$ cat src/rtl/dmairq_pkg.sv
`timescale 1ns/1ps
package dmairq_pkg;
   // One cycle's view of the channel acknowledge as seen by this device
   typedef struct packed {
      logic valid;   // acknowledge matches a pending request of ours
      logic term;    // that acknowledge also carries terminal count
   } ack_ev_t;
endpackage

$ cat src/rtl/dmairq_req.sv
`timescale 1ns/1ps
module dmairq_req
   import dmairq_pkg::*;
(
   input  logic    clk,
   input  logic    rst_n,
   input  logic    xfer_ready,
   input  logic    dack_n,
   input  logic    tc,
   input  logic    sw_start,
   input  logic    sw_abort,
   output logic    armed,
   output logic    req,
   output ack_ev_t ev
);
   logic armed_q, req_q;

   always_comb begin
      ev.valid = ~dack_n & req_q & armed_q;
      ev.term  = ev.valid & tc;
   end

   always_ff @(posedge clk or negedge rst_n) begin
      if (!rst_n) begin
         armed_q <= 1'b0;
         req_q   <= 1'b0;
      end else begin
         if (sw_abort || ev.term)  armed_q <= 1'b0;
         else if (sw_start)        armed_q <= 1'b1;

         if (!armed_q || sw_abort || ev.term || ev.valid) req_q <= 1'b0;
         else if (xfer_ready)                             req_q <= 1'b1;
      end
   end

   assign armed = armed_q;
   assign req   = req_q;
endmodule

$ cat src/rtl/dmairq_early.sv
`timescale 1ns/1ps
module dmairq_early #(
   parameter int CNT_W = 8
) (
   input  logic             clk,
   input  logic             rst_n,
   input  logic             load,
   input  logic [CNT_W-1:0] load_val,
   input  logic             dec,
   output logic             hit,
   output logic [CNT_W-1:0] cnt
);
   localparam logic [CNT_W-1:0] ONE = CNT_W'(1);
   logic [CNT_W-1:0] cnt_q;

   assign hit = dec && !load && (cnt_q == ONE);

   always_ff @(posedge clk or negedge rst_n) begin
      if (!rst_n)                      cnt_q <= '0;
      else if (load)                   cnt_q <= load_val;
      else if (dec && cnt_q != '0)     cnt_q <= cnt_q - ONE;
   end

   assign cnt = cnt_q;
endmodule

$ cat src/rtl/dmairq_latch.sv
`timescale 1ns/1ps
module dmairq_latch (
   input  logic clk,
   input  logic rst_n,
   input  logic set,
   input  logic clr,
   output logic flag
);
   always_ff @(posedge clk or negedge rst_n) begin
      if (!rst_n)    flag <= 1'b0;
      else if (set)  flag <= 1'b1;
      else if (clr)  flag <= 1'b0;
   end
endmodule

$ cat src/rtl/dma_periph_irq.sv
`timescale 1ns/1ps
module dma_periph_irq
   import dmairq_pkg::*;
#(
   parameter int CNT_W    = 8,
   parameter bit EARLY_EN = 1'b1
) (
   input  logic             clk,
   input  logic             rst_n,
   input  logic             xfer_ready,
   input  logic             dack_n,
   input  logic             tc,
   input  logic             sw_start,
   input  logic             sw_abort,
   input  logic             cnt_load,
   input  logic [CNT_W-1:0] cnt_value,
   input  logic             irq_ack,
   output logic             drq,
   output logic             drq_oe,
   output logic             irq,
   output logic             data_move
);
   if (CNT_W < 2) begin : g_bad_width
      $error("dma_periph_irq: CNT_W must be at least 2");
   end

   ack_ev_t          ev;
   logic             armed;
   logic             early_hit;
   logic [CNT_W-1:0] early_cnt;

   dmairq_req u_req (
      .clk(clk), .rst_n(rst_n), .xfer_ready(xfer_ready), .dack_n(dack_n),
      .tc(tc), .sw_start(sw_start), .sw_abort(sw_abort),
      .armed(armed), .req(drq), .ev(ev)
   );

   if (EARLY_EN) begin : g_early
      dmairq_early #(.CNT_W(CNT_W)) u_early (
         .clk(clk), .rst_n(rst_n), .load(cnt_load), .load_val(cnt_value),
         .dec(ev.valid), .hit(early_hit), .cnt(early_cnt)
      );
   end else begin : g_no_early
      logic unused_ok;
      assign unused_ok = &{1'b0, cnt_load, cnt_value};
      assign early_hit = 1'b0;
      assign early_cnt = '0;
   end

   dmairq_latch u_irq (
      .clk(clk), .rst_n(rst_n), .set(ev.term | early_hit), .clr(irq_ack),
      .flag(irq)
   );

   assign drq_oe    = armed;
   assign data_move = ev.valid;
endmodule

$ cat config.mk
export PLATFORM = sky130hd
export DESIGN_NAME = dma_periph_irq
export DESIGN_NICKNAME = d
export VERILOG_FILES = /design/src/rtl/dmairq_pkg.sv /design/src/rtl/dmairq_req.sv /design/src/rtl/dmairq_early.sv /design/src/rtl/dmairq_latch.sv /design/src/rtl/dma_periph_irq.sv
export SDC_FILE = /design/constraint.sdc
export NUM_CORES = 1
export LEC_CHECK = 0
export BUFFER_PORTS_ARGS = -buffer_cell sky130_fd_sc_hd__buf_4
export CORE_UTILIZATION = 34
export CTS_CLUSTER_SIZE = 30
export DETAILED_ROUTE_END_ITERATION = 8
export PLACE_DENSITY = 0.6
export SYNTH_ARGS = -nofsm -noshare
export SYNTH_HDL_FRONTEND = slang
export SYNTH_HIERARCHICAL = 1
export SYNTH_SLANG_ARGS = --single-unit
$ cat constraint.sdc
create_clock -name clk -period 2.3 [get_ports clk]
set_input_delay 0.69 -clock clk [delete_from_list [all_inputs] [get_ports clk]]
set_output_delay 0.69 -clock clk [all_outputs]
set_load 0.03 [all_outputs]
==> summary.txt <==
Largest net degree at the start of global routing: 17
Slowest-stage cell, CP: and3b_2
Post-synth EDFFs: 0
Setup slack, reg-to-reg: 0.57 ns
Clk Latency, worst-skew pair: 0.27 ns
Clock Power Share: 28.1%
Dpl cells: 129
CP peak stage delay: 0.26 ns
First-pass GRT wire length: 2880 um
Final setup violation count: 0
Initial antenna violation count: 0
DRT antenna net count: 0
Critical path depth in cells: 4
Crit-path cells: buf_4, and3b_2, buf_4, buf_4
Synthesized Nets: 102
Post-CTS Repair Setup Buffers: 0
Synthesized cell area: 790 um2
Launch point of the worst reg-to-reg path: g_early.u_early/cnt[1]
Hpwl dp: 1330 um
Max Freq: 485 MHz
Synth Register Bits: 11
Vias per cell: 5.50
Register share of total power: 48.9%
Synth Instances: 82
HP Class: in2async
Final Critical Period: 2.06 ns
Post-route clock period utilization: 89.7%
CORE AREA: 2190 um2
P_int: 330 uW
Ys Warns: 6
Sw power: 147 uW
Hold_buf cts: 0
Delay-heaviest family, CP: buffers and inverters
Final Non-Filler Cells: 133
Synth unique cells: 41
Crit path kind: in2out
Core Util, Final: 45.7%
Fraction of registers with async set/reset: 100%
Post-route setup TNS: 0 ns
Vias in the first global route: 596
CP startpoint kind: input pin
Crit end category: output pin
WP data required: 1.61 ns
N_diodes: 0
Clock root cell: clkbuf_4
Die X: 50.2 um
Routability cong.: 0.793
Buffers plus inverters on the worst setup path: 3
Sink Count: 11
Max_slew headroom: 55.2%
DRC violations left: 0
Crit path max fanout: 5
# rows: 17
CTS Buf Count: 3
Syn_area_per_cell: 9.63 um2
Outcome: finished, final reports clean
Max_cap viols: 0
Via Count: 731
Clock skew: 0.00126 ns
Worst-path clk slew: 0.07 ns
RSZ-0062 raised after global routing: false
Layout Nets: 126
Post-synthesis sequential area ratio: 34.9%
Comb pwr share: 23.0%
Most frequent cells in the layout: buf_4 (21), dfrtp_1 (11), inv_1 (8), nor2_1 (8), a31oi_1 (5)
Worst reg-to-reg path cell count: 5
Commonest non-fill, non-tap cell in the layout: buf_4
Worst Setup Slack, final: 0.237 ns
Slew of the pin with the lowest slew margin: 0.667 ns
Die Height: 50.2 um
Iter 0 DRT Violations: 22
Leakage power: 0.441 nW
Most common flop cell mapped by yosys: dfrtp_1
Critical path arrival: 1.37 ns
Power Density: 476 nW/um2
Pre-CTS setup slack: 0.164 ns
Starting Density: 36.0%
CTS HTree Levels: 1
Total die area: 2520 um2
Switching share of power: 30.8%
Clock buffer depth: 2
Peak VDD IR: 267 uV
Final WL: 1800 um
Final Hold Fails: 0
CTS tree: done
Area delta synth->final: 26.8%
I/O Buffers: 20
Pins Over Slew Limit: 0
Overall routing resource usage: 15.4%
Cells resized by post-CTS repair: 0
Ratio of cells with drive above 1 in the final layout: 35.2%
Most used cell along the critical path: buf_4
FF-to-FF End: g_early.u_early/cnt[4]
Wire per inst: 13.6 um
Total gr overflow: 0
First drt pass iteration count: 4
Number of I/O pins: 21
==> sequential cells by signal (all words and copies together) (netlist names) <==
signal and cells:
g_early.u_early/cnt 8, u_irq/flag 1, u_req/armed 1, u_req/req 1
==> per-stage QoR <==
stage               area [um2]  power (mW)  hold WS (ns)
floorplan                  790       0.297         0.394
global placement           975       0.344         0.467
detailed placement         975       0.345         0.470
CTS                       1000       0.486         0.233
global route              1000       0.508         0.233
finish                    1000       0.477         0.238
==> power by group through the flow <==
stage	sequential (mW)	combinational, mW	clock [mW]
finish	0.233	0.110	0.134
global route	0.236	0.120	0.151
CTS	0.233	0.109	0.143
detailed placement	0.237	0.108	0
global placement	0.237	0.107	0
floorplan	0.235	0.0623	0
==> cells in the mapped netlist, types with 2 or more instances <==
cell type / count / area (um2)
clkbuf_1: 2 / 7.51
nand3_1: 2 / 10.0
nor2_1: 8 / 30.0
o21ai_0: 2 / 10.0
nand2_1: 3 / 11.3
a21o_1: 2 / 15.0
a31oi_1: 5 / 31.3
or3b_2: 2 / 17.5
nor3b_1: 2 / 15.0
ha_1: 3 / 37.5
a211o_1: 2 / 17.5
dfrtp_1: 11 / 275
and2_1: 2 / 12.5
inv_1: 8 / 30.0
nor3_1: 2 / 10.0
==> routing by layer <==
layer | vias to the layer above | global-route usage [%] | wire, um
li1 | 355 | - | -
met1 | 353 | 22.7 | 865
met2 | 19 | 21.3 | 846
met3 | 4 | 1.82 | 60
met4 | 0 | 8.57 | 30
met5 | - | 0 | 0
==> layout make-up <==
cell class,instances,area [um2]
multi-input cells,61,477
flip-flops and latches,11,275
well taps,28,35.0
clock buffers,4,26.3
repair buffers,21,158
fillers,218,1190
inverters,8,30.0
==> worst register-to-register path, stage by stage, from the launching register on <==
cell and delay [ns]:
dfrtp_1 0.40, inv_1 0.12, ha_1 0.23, or4bb_2 0.61, a31oi_1 0.17, o21ai_0 0.09
==> worst max-delay path by stage <==
stage,startpoint,end,slack [ns]
floorplan,dack_n,g_early.u_early/cnt[7],0.18
global placement,dack_n,g_early.u_early/cnt[7],0.19
detailed placement,dack_n,g_early.u_early/cnt[7],0.16
CTS,dack_n,data_move,0.24
global route,dack_n,data_move,0.20
finish,dack_n,data_move,0.24
==> cells by family after synthesis <==
| family | count (synthesis) | share of synthesized area [%] |
|---|---|---|
| and+or+nand+nor | 36 | 31.7 |
| AOI/OAI and AO/OA | 21 | 22.7 |
| DFF | 11 | 34.9 |
| buffers and inverters | 10 | 4.75 |
| adders and majority gates | 3 | 4.75 |
| muxes | 1 | 1.27 |
Power figures use the tool's default switching activity.
